==> src/rtl/can_mode_pkg.sv <==
package can_mode_pkg;

  typedef enum logic [1:0] {
    MODE_SLEEP = 2'b00,
    MODE_INIT  = 2'b01,
    MODE_NORM  = 2'b10
  } op_mode_e;

  typedef struct packed {
    logic     valid;
    op_mode_e dst;
  } pend_t;

endpackage

==> src/rtl/can_rst_sync.sv <==
module can_rst_sync #(
  parameter int STAGES = 2
) (
  input  logic clk,
  input  logic rst_n,
  output logic rst_n_sync
);
  logic [STAGES-1:0] sh_q;

  always_ff @(posedge clk or negedge rst_n) begin
    if (!rst_n) sh_q <= '0;
    else        sh_q <= {sh_q[STAGES-2:0], 1'b1};
  end

  assign rst_n_sync = sh_q[STAGES-1];
endmodule

==> src/rtl/can_idle_detect.sv <==
module can_idle_detect #(
  parameter int IDLE_BITS = 11,
  localparam int CNT_W = $clog2(IDLE_BITS + 1)
) (
  input  logic clk,
  input  logic rst_n,
  input  logic restart,
  input  logic smp_stb,
  input  logic rx_lvl,
  output logic bus_idle
);
  localparam logic [CNT_W-1:0] FULL = CNT_W'(IDLE_BITS);

  logic [CNT_W-1:0] cnt_q, cnt_d;
  logic             cnt_en;

  always_comb begin
    cnt_en = restart || smp_stb;
    cnt_d  = cnt_q;
    if (restart)             cnt_d = '0;
    else if (!rx_lvl)        cnt_d = '0;
    else if (cnt_q != FULL)  cnt_d = cnt_q + 1'b1;
  end

  always_ff @(posedge clk or negedge rst_n) begin
    if (!rst_n)      cnt_q <= '0;
    else if (cnt_en) cnt_q <= cnt_d;
  end

  assign bus_idle = (cnt_q == FULL);

  p_cnt_bound_r5: assert property (@(posedge clk) disable iff (!rst_n)
    cnt_q <= FULL);
  p_dom_clear_r6: assert property (@(posedge clk) disable iff (!rst_n)
    (smp_stb && !rx_lvl) |=> (cnt_q == '0));
  p_no_stb_hold_r6: assert property (@(posedge clk) disable iff (!rst_n)
    (!smp_stb && !restart) |=> $stable(cnt_q));
  p_restart_clear_r5: assert property (@(posedge clk) disable iff (!rst_n)
    restart |=> !bus_idle);
endmodule

==> src/rtl/can_mode_fsm.sv <==
module can_mode_fsm
  import can_mode_pkg::*;
(
  input  logic     clk,
  input  logic     rst_n,
  input  logic     req_sleep,
  input  logic     req_init,
  input  logic     hw_ack,
  input  logic     bus_idle,
  output op_mode_e cur_mode,
  output logic     wait_start,
  output logic     done
);
  op_mode_e cur_q, cur_d;
  pend_t    pend_q, pend_d;
  logic     tgt_ok;
  op_mode_e tgt;
  logic     cond_met;

  always_comb begin
    tgt_ok = 1'b1;
    tgt    = MODE_NORM;
    unique case ({req_sleep, req_init})
      2'b00: tgt = MODE_NORM;
      2'b10: tgt = MODE_SLEEP;
      2'b01: tgt = MODE_INIT;
      default: tgt_ok = 1'b0;
    endcase
  end

  assign cond_met = (pend_q.dst == MODE_NORM) ? bus_idle : hw_ack;

  always_comb begin
    pend_d     = pend_q;
    cur_d      = cur_q;
    wait_start = 1'b0;
    done       = 1'b0;
    if (pend_q.valid) begin
      if (!tgt_ok || (tgt != pend_q.dst)) begin
        pend_d.valid = 1'b0;
      end else if (cond_met) begin
        done         = 1'b1;
        cur_d        = pend_q.dst;
        pend_d.valid = 1'b0;
      end
    end else if (tgt_ok && (tgt != cur_q)) begin
      pend_d.valid = 1'b1;
      pend_d.dst   = tgt;
      wait_start   = 1'b1;
    end
  end

  always_ff @(posedge clk or negedge rst_n) begin
    if (!rst_n) begin
      cur_q  <= MODE_SLEEP;
      pend_q <= '{valid: 1'b0, dst: MODE_SLEEP};
    end else begin
      pend_q <= pend_d;
      if (done) cur_q <= cur_d;
    end
  end

  assign cur_mode = cur_q;

  p_done_needs_pend_r7: assert property (@(posedge clk) disable iff (!rst_n)
    done |-> pend_q.valid);
  p_conflict_drop_r8: assert property (@(posedge clk) disable iff (!rst_n)
    (req_sleep && req_init) |=> !pend_q.valid);
  p_no_pend_no_ack_r9: assert property (@(posedge clk) disable iff (!rst_n)
    (!pend_q.valid) |=> (cur_q == $past(cur_q)));
endmodule

==> src/rtl/can_mode_status.sv <==
module can_mode_status
  import can_mode_pkg::*;
(
  input  logic       clk,
  input  logic       rst_n,
  input  op_mode_e   cur_mode,
  input  logic       done,
  output logic       sleep_ack,
  output logic       init_ack,
  output logic [1:0] mode_code,
  output logic       mode_chg
);
  logic chg_q;

  always_ff @(posedge clk or negedge rst_n) begin
    if (!rst_n) chg_q <= 1'b0;
    else        chg_q <= done;
  end

  assign sleep_ack = (cur_mode == MODE_SLEEP);
  assign init_ack  = (cur_mode == MODE_INIT);
  assign mode_code = cur_mode;
  assign mode_chg  = chg_q;

  p_flags_excl_r2: assert property (@(posedge clk) disable iff (!rst_n)
    !(sleep_ack && init_ack));
  p_pulse_on_change_r11: assert property (@(posedge clk) disable iff (!rst_n)
    (mode_code != $past(mode_code)) |-> mode_chg);
  p_pulse_only_change_r11: assert property (@(posedge clk) disable iff (!rst_n)
    mode_chg |-> (mode_code != $past(mode_code)));
endmodule

==> src/rtl/can_mode_seq.sv <==
module can_mode_seq
  import can_mode_pkg::*;
#(
  parameter int IDLE_BITS  = 11,
  parameter int SYNC_STAGE = 2
) (
  input  logic       clk,
  input  logic       rst_n,
  input  logic       req_sleep,
  input  logic       req_init,
  input  logic       smp_stb,
  input  logic       rx_lvl,
  input  logic       hw_ack,
  output logic       sleep_ack,
  output logic       init_ack,
  output logic [1:0] mode_code,
  output logic       mode_chg
);
  logic     rst_n_i;
  logic     bus_idle;
  logic     wait_start;
  logic     done;
  op_mode_e cur_mode;

  can_rst_sync #(.STAGES(SYNC_STAGE)) u_rst (
    .clk(clk), .rst_n(rst_n), .rst_n_sync(rst_n_i));

  can_idle_detect #(.IDLE_BITS(IDLE_BITS)) u_idle (
    .clk(clk), .rst_n(rst_n_i), .restart(wait_start),
    .smp_stb(smp_stb), .rx_lvl(rx_lvl), .bus_idle(bus_idle));

  can_mode_fsm u_fsm (
    .clk(clk), .rst_n(rst_n_i), .req_sleep(req_sleep), .req_init(req_init),
    .hw_ack(hw_ack), .bus_idle(bus_idle), .cur_mode(cur_mode),
    .wait_start(wait_start), .done(done));

  can_mode_status u_stat (
    .clk(clk), .rst_n(rst_n_i), .cur_mode(cur_mode), .done(done),
    .sleep_ack(sleep_ack), .init_ack(init_ack),
    .mode_code(mode_code), .mode_chg(mode_chg));

  p_init_by_ack_r3: assert property (@(posedge clk) disable iff (!rst_n_i)
    (mode_code == 2'b01 && $past(mode_code) != 2'b01)
      |-> ($past(hw_ack) && $past(req_init) && !$past(req_sleep)));
  p_sleep_by_ack_r4: assert property (@(posedge clk) disable iff (!rst_n_i)
    (mode_code == 2'b00 && $past(mode_code) != 2'b00)
      |-> ($past(hw_ack) && $past(req_sleep) && !$past(req_init)));
  p_norm_by_sync_r5: assert property (@(posedge clk) disable iff (!rst_n_i)
    (mode_code == 2'b10 && $past(mode_code) != 2'b10)
      |-> ($past(bus_idle) && !$past(req_sleep) && !$past(req_init)));
  p_code_legal_r10: assert property (@(posedge clk) disable iff (!rst_n_i)
    mode_code != 2'b11);
  p_both_hold_r8: assert property (@(posedge clk) disable iff (!rst_n_i)
    (req_sleep && req_init) |=> (mode_code == $past(mode_code)));
endmodule

==> config.mk <==
export PLATFORM = sky130hd
export DESIGN_NAME = can_mode_seq
export DESIGN_NICKNAME = d
export VERILOG_FILES = /design/src/rtl/can_mode_pkg.sv /design/src/rtl/can_rst_sync.sv /design/src/rtl/can_idle_detect.sv /design/src/rtl/can_mode_fsm.sv /design/src/rtl/can_mode_status.sv /design/src/rtl/can_mode_seq.sv
export SDC_FILE = /design/constraint.sdc
export NUM_CORES = 1
export LEC_CHECK = 0
export BUFFER_PORTS_ARGS = -buffer_cell sky130_fd_sc_hd__buf_4
export CAP_MARGIN = 15
export CORE_MARGIN = 8
export CORE_UTILIZATION = 52
export DETAILED_ROUTE_END_ITERATION = 10
export GPL_TIMING_DRIVEN = 0
export PLACE_DENSITY = 0.85
export SYNTH_ARGS = -nofsm -noshare
export SYNTH_HDL_FRONTEND = slang
export SYNTH_HIERARCHICAL = 1
export SYNTH_SLANG_ARGS = --single-unit
==> constraint.sdc <==
create_clock -name clk -period 0.8 [get_ports clk]
set_input_delay 0.08 -clock clk [delete_from_list [all_inputs] [get_ports clk]]
set_output_delay 0.08 -clock clk [all_outputs]
set_load 0.05 [all_outputs]
==> flow_summary.toml, run 1 <==
[power]
vdd_drop_max_v = 0.00161
p_per_area_nw_per_um2 = 2350
clkPwrFrac = 0.211
seqPwrFrac = 0.391
p_leak_nw = 0.438
pwr-share-comb = 0.399
p_switching_uw = 815
p_int_mw = 1.42
p_sw_frac = 0.364
p_total_mw = 2.24

[floorplan]
die_width_um = 52.9
core_um2 = 1280
die_h_um = 52.9
design.portCount = 12
start_util = 0.552
rows = 13
die-area_um2 = 2800

[cts]
cts_buffer_depth = 2
clock_sinks = 12
cts_tree = "yes"
cts.htree.levels = 1
clk_pin_slew_ps = 80
insertion_delay_ps = 260
root_buffer = "clkbuf_4"
cts_buffers = 3

[placed_design]
placed_area_um2 = 856
portBuffers = 11
dp_hpwl_um = 1100
place_inst = 94
gp_congestion = 0.766

[timing]
setup_viol = 15
rsz0062_at_grt = "yes"
hold_viol_final = 0
fin_crit_sh = 1.88
skew_ps = 0.394
fmax_mhz = 666
drv_slew = 0
period_minus_slack_ps = 1500
timing.final.ws_setup_ps = -703
hold_ws_ps = 109

[worst_setup_path]
r2r_setup_slack_ps = -700
cp-end-kind = "register"
r2r_end = "u_fsm/cur_mode[0]$_DFFE_PN0P_"
critPathMaxFanout = 5
cp.required_ps = 990
crit_type = "reg2reg"
worst_ep_arrival_time_ps = 1690
crit_end = "u_fsm/cur_mode[0]$_DFFE_PN0P_"
r2r_cells = 5
crit_start = "u_idle/cnt_q[1]$_DFFE_PN0P_"
start_kind = "register"
r2r-start = "u_idle/cnt_q[1]$_DFFE_PN0P_"

[synth]
ys_warn_count = 6
ys_types = 31
synthTopCellsByArea = "dfrtp_1 (42%), ha_1 (5.3%), mux2_2 (4.8%)"
synth_top_area_frac = 0.423
syn_area_um2 = 709
ys_ff_latch = 12
synth_fp_nets = 78
syn_avg_cell_area_um2 = 10.4
yosysTopAreaCell = "dfrtp_1"
ys_seq_area_frac = 0.423
synth_cells = 68

[run_status]
status = "finished with violations"
failed_checks = "setup timing"

[worst_hold_path]
holdPathStages = 3
hold_class = "in2reg"
min_from = "hw_ack"

[global_route]
grt_pass1_wl_um = 2540
gr-usage-all-layers = 0.116
grt_pass1_vias = 577
antenna_found_initial = 0
overflow = 0
grt_max_degree = 11

[cells_and_area]
final_area_um2 = 955
nets = 100
final_cells = 104
nFillCells = 84
syn_to_final_growth_pct = 34.6
n_antenna_cell = 0
final_cell_mix = "buf_4 (18), dfrtp_1 (12), nand3_1 (5)"
final_util = 0.743
mostFrequentLayoutCell = "buf_4"
layout-drive-gt1-share = 0.427

[drt]
routed_via_density = 5.90
drt_first_iter_violations = 15
drt_wl_total_um = 1700
drc_errors = 0
post_drt_wl_per_cell_um = 16.4
first_pass_iters = 4
ant_nets = 0
num_vias = 614

[run]
drv_cap = 0
-- power groups by stage --
stage / registers (mW) / clock network (mW) / logic, mW
floorplan: 0.872 / 0 / 0.570
global placement: 0.879 / 0 / 0.723
detailed placement: 0.890 / 0 / 0.746
CTS: 0.871 / 0.479 / 0.829
global route: 0.889 / 0.523 / 0.946
finish: 0.875 / 0.472 / 0.893
-- Yosys cell counts (all sizes together) --
cell and count:
xnor2 2, or3 2, nand2b 3, nand4 2, mux2 5, nor2b 5
o2bb2a 1, xor2 2, buf 3, a21oi 1, and3b 1, conb 1
or2b 1, nor2 2, a31oi 3, o21ai 3, a41oi 2, nand4b 1
nand3 5, nand2 1, inv 5, ha 3, and4bb 1, a2bb2oi 1
dfrtp 12
-- layout make-up --
cell class	count	area, um2	share of cell area
sequential	12	300	0.315
buffer	2	15.0	0.0157
inverter	5	18.8	0.0197
tap	15	18.8	0.0197
timing repair buffer	18	141	0.148
clock buffer	4	36.3	0.0380
multi-input combinational	48	424	0.444
-- routing by layer --
| layer | wire length, um | up-vias | track usage |
|---|---|---|---|
| li1 | - | 282 | - |
| met2 | 826 | 31 | 0.186 |
| met4 | 31 | 0 | 0.0172 |
| met5 | 0 | - | 0 |
| met3 | 161 | 8 | 0.0504 |
| met1 | 682 | 293 | 0.144 |
-- stage by stage --
stage / worst slack (ps) / TNS [ps]
after detailed placement: -765 / -6390
after floorplan: -684 / -4980
after global placement: -729 / -6090
after CTS: -676 / -7390
after global routing: -740 / -8540
final: -703 / -7550
-- worst max-delay path, cell delays in order (launching register included) --
cell,delay (ps)
dfrtp_1,400
ha_2,200
and3b_2,250
mux2_4,270
a41oi_2,140
a2bb2oi_1,170
-- cell families (layout without fill, tap and decap cells) --
kind of cell,count (synthesis),after routing,share of synthesized area
other,1,1,0.00529
xor gates and xnor gates,4,4,0.0600
AOI/OAI and AO/OA,11,11,0.111
adders and majority gates,3,3,0.0529
DFF,12,12,0.423
buffers and inverters,8,29,0.0547
muxes,5,5,0.0794
and+or+nand+nor,24,24,0.213
-- state kept, by name (all words and copies together), names as in the netlist --
register / flops
u_fsm/cur_mode: 2
u_fsm/pend_q: 3
u_idle/cnt_q: 4
u_rst/sh_q: 2
u_stat/mode_chg: 1
-- worst min path at each step --
stage / to
2_1_floorplan: u_rst/sh_q[0]$_DFF_PN0_
3_3_place_gp: u_rst/sh_q[0]$_DFF_PN0_
3_5_place_dp: u_rst/sh_q[0]$_DFF_PN0_
4_1_cts: u_fsm/cur_mode[0]$_DFFE_PN0P_
5_1_grt: u_fsm/cur_mode[0]$_DFFE_PN0P_
6_report: u_fsm/cur_mode[0]$_DFFE_PN0P_
-- what timing repair did --
| item | 4_1_cts | 5_1_grt |
|---|---|---|
| hold buffers | 1 | 0 |
| pin swaps | 3 | 1 |
| buffers inserted | 4 | 2 |
| endpoints found under the hold margin | 2 | 0 |
| endpoints found under the setup margin | 15 | 15 |
| resized for setup | 3 | 1 |
Note: power is estimated with default switching activity, not from simulation.
==> inputs of run 2 (changes only) <==
--- a/config.mk
+++ b/config.mk
@@ -5,14 +5,13 @@
 export SDC_FILE = /design/constraint.sdc
 export NUM_CORES = 1
 export LEC_CHECK = 0
-export BUFFER_PORTS_ARGS = -buffer_cell sky130_fd_sc_hd__buf_4
 export CAP_MARGIN = 15
-export CORE_MARGIN = 8
-export CORE_UTILIZATION = 52
+export CORE_AREA = 8 8 45 47
 export DETAILED_ROUTE_END_ITERATION = 10
+export DIE_AREA = 0 0 53 55
+export DONT_BUFFER_PORTS = 1
 export GPL_TIMING_DRIVEN = 0
-export PLACE_DENSITY = 0.85
+export PLACE_DENSITY = 0.71
 export SYNTH_ARGS = -nofsm -noshare
 export SYNTH_HDL_FRONTEND = slang
-export SYNTH_HIERARCHICAL = 1
 export SYNTH_SLANG_ARGS = --single-unit
==> flow_summary.toml, run 2 <==
[run_status]
status = "finished with violations"
failed_checks = "setup timing"

[timing]
timing.final.ws_setup_ps = -763
skew_ps = 5.85
period_minus_slack_ps = 1560
rsz0062_at_grt = "yes"
setup_viol = 15
fmax_mhz = 640
fin_crit_sh = 1.95
drv_slew = 0
hold_viol_final = 0

[drt]
num_vias = 443
routed_via_density = 5.54
drt_first_iter_violations = 2
post_drt_wl_per_cell_um = 16.2
ant_nets = 0
drc_errors = 0
first_pass_iters = 4
drt_wl_total_um = 1290

[cts]
clock_sinks = 12
insertion_delay_ps = 270
clk_pin_slew_ps = 70
cts_buffers = 3
cts_buffer_depth = 2
cts.htree.levels = 1
cts_tree = "yes"
root_buffer = "clkbuf_4"

[cells_and_area]
regMostFlops = "u_idle.cnt_q"
n_antenna_cell = 0
final_area_um2 = 831
syn_to_final_growth_pct = 33.6
multi_input_comb_area_um2 = 390
nets = 75
layout-drive-gt1-share = 0.484
nFillCells = 113
seq_area_um2 = 309
largest_reg_flops = 4
final_util = 0.600
top_regs = "u_idle.cnt_q x4, u_fsm.pend_q x3"
final_cells = 80
final_cell_mix = "dfrtp_1 (9), nor2b_1 (4), buf_4 (4)"
mostFrequentLayoutCell = "dfrtp_1"

[worst_setup_path]
cp-end-kind = "register"
worst_ep_arrival_time_ps = 1720
crit_type = "reg2reg"
cp.required_ps = 950
start_kind = "register"
critPathMaxFanout = 5

[synth]
ys_types = 24
synth_top_area_frac = 0.483
synth_fp_nets = 62
synth_enable_flop_cells = 0
synth_cells = 52
ys_ff_latch = 12
post-synth-top-count-cell = "dfrtp_1"
async_flop_share = 1.00
syn_area_um2 = 622
syn_avg_cell_area_um2 = 12.0
ys.flop_type = "dfrtp_1"
yosysTopAreaCell = "dfrtp_1"
ys_warn_count = 0
synthTopCellsByCount = "dfrtp_1 (12), nor2b_1 (5), xnor2_1 (4)"
synthTopCellsByArea = "dfrtp_1 (48%), ha_1 (6.0%), xnor2_1 (5.6%)"
ys_seq_area_frac = 0.483

[floorplan]
design.portCount = 12
die_width_um = 53
rows = 14
start_util = 0.449
core_um2 = 1380
die-area_um2 = 2920
die_h_um = 55

[placed_design]
placed_area_um2 = 661
gp_congestion = 0.817
pre_cts_ws_ps = -841
portBuffers = 0
dp_hpwl_um = 860
place_inst = 68

[global_route]
antenna_found_initial = 0
grt_pass1_wl_um = 2020
gr-usage-all-layers = 0.0952
overflow = 0
grt_max_degree = 11
grt_pass1_vias = 472

[power]
p_total_mw = 2.73
p_leak_nw = 0.366
p_per_area_nw_per_um2 = 3290
vdd_drop_max_v = 0.00258

[run]
drv_cap = 0

[worst_hold_path]
hold_class = "in2async"
## run 2: cell count changes in the layout (fill, tap and decap cells not counted), sizes merged, moves of 3 or more
cell    previous run  this run
buf               19         5
inv                5         1
a31oi              3         0
nand2b             3         0
nand3              5         2
## run 2: layer usage
metal,wire [um],track usage,vias up
li1,-,-,205
met1,485,0.0915,222
met2,674,0.166,14
met3,118,0.0374,2
met4,14,0.0647,0
met5,0,0,-
## run 2: worst paths after layout
check / from / end / slack (ps) / cells after the start
worst max-delay path: u_fsm.cur_mode[0]$_DFFE_PN0P_ / u_fsm.pend_q[0]$_DFFE_PN0P_ / -760 / 3
worst min-delay path: rst_n / u_rst.sh_q[0]$_DFF_PN0_ / 40 / 1
worst max register to register: u_fsm.cur_mode[0]$_DFFE_PN0P_ / u_fsm.pend_q[0]$_DFFE_PN0P_ / -760 / 3
worst min register to register: u_rst.sh_q[1]$_DFF_PN0_ / u_fsm.cur_mode[1]$_DFFE_PN0P_ / 150 / 0
max in group asynchronous: u_rst.sh_q[1]$_DFF_PN0_ / u_fsm.cur_mode[0]$_DFFE_PN0P_ / 330 / 0
min in group clk: hw_ack / u_fsm.pend_q[2]$_DFF_PN0_ / 100 / 2
## run 2: per-stage QoR
| stage | hold WS [ps] | setup TNS [ps] |
|---|---|---|
| floorplan | -216 | -6440 |
| global placement | -216 | -7770 |
| detailed placement | -216 | -7780 |
| CTS | 33.3 | -8260 |
| global route | 33.6 | -8740 |
| finish | 38.2 | -7960 |
## run 2: cell families (layout without fill, tap and decap cells)
kind of cell / count (synthesis) / count (layout) / share of synthesized area
mux: 6 / 6 / 0.107
buf+inv: 1 / 13 / 0.00603
xor+xnor: 4 / 4 / 0.0563
other cells: 1 / 1 / 0.00603
compound gates: 8 / 8 / 0.115
simple gates: 17 / 17 / 0.167
flops: 12 / 12 / 0.483
fa+ha+maj: 3 / 3 / 0.0604
## run 2: power breakdown
group | switching (mW) | leakage (nW) | internal (mW)
sequential | 0.395 | 0.150 | 0.783
combinational | 0.514 | 0.195 | 0.564
clock | 0.201 | 0.0210 | 0.276
total | 1.11 | 0.366 | 1.62
## run 2: area by class of cell
cell class                      count  share of cell area
Clock buffer                        4              0.0437
Inverter                            1             0.00452
Sequential cell                    12               0.372
Tap cell                           16              0.0241
Timing Repair Buffer                8              0.0858
Multi-Input combinational cell     39               0.470
## run 2: what timing repair did
action                                  in CTS  in global routing
gates cloned                                 0                  0
pin swaps                                    4                  3
endpoints found under the setup margin      15                 15
hold endpoints to repair                     5                  0
setup buffers                                5                  0
gates resized for setup                      5                 12
hold buffers                                 3                  0
## run 2: critical path, cell delays in order (launching register included)
cell,delay (ps)
dfrtp_4,600
xnor2_4,170
a211oi_4,350
mux2_4,330
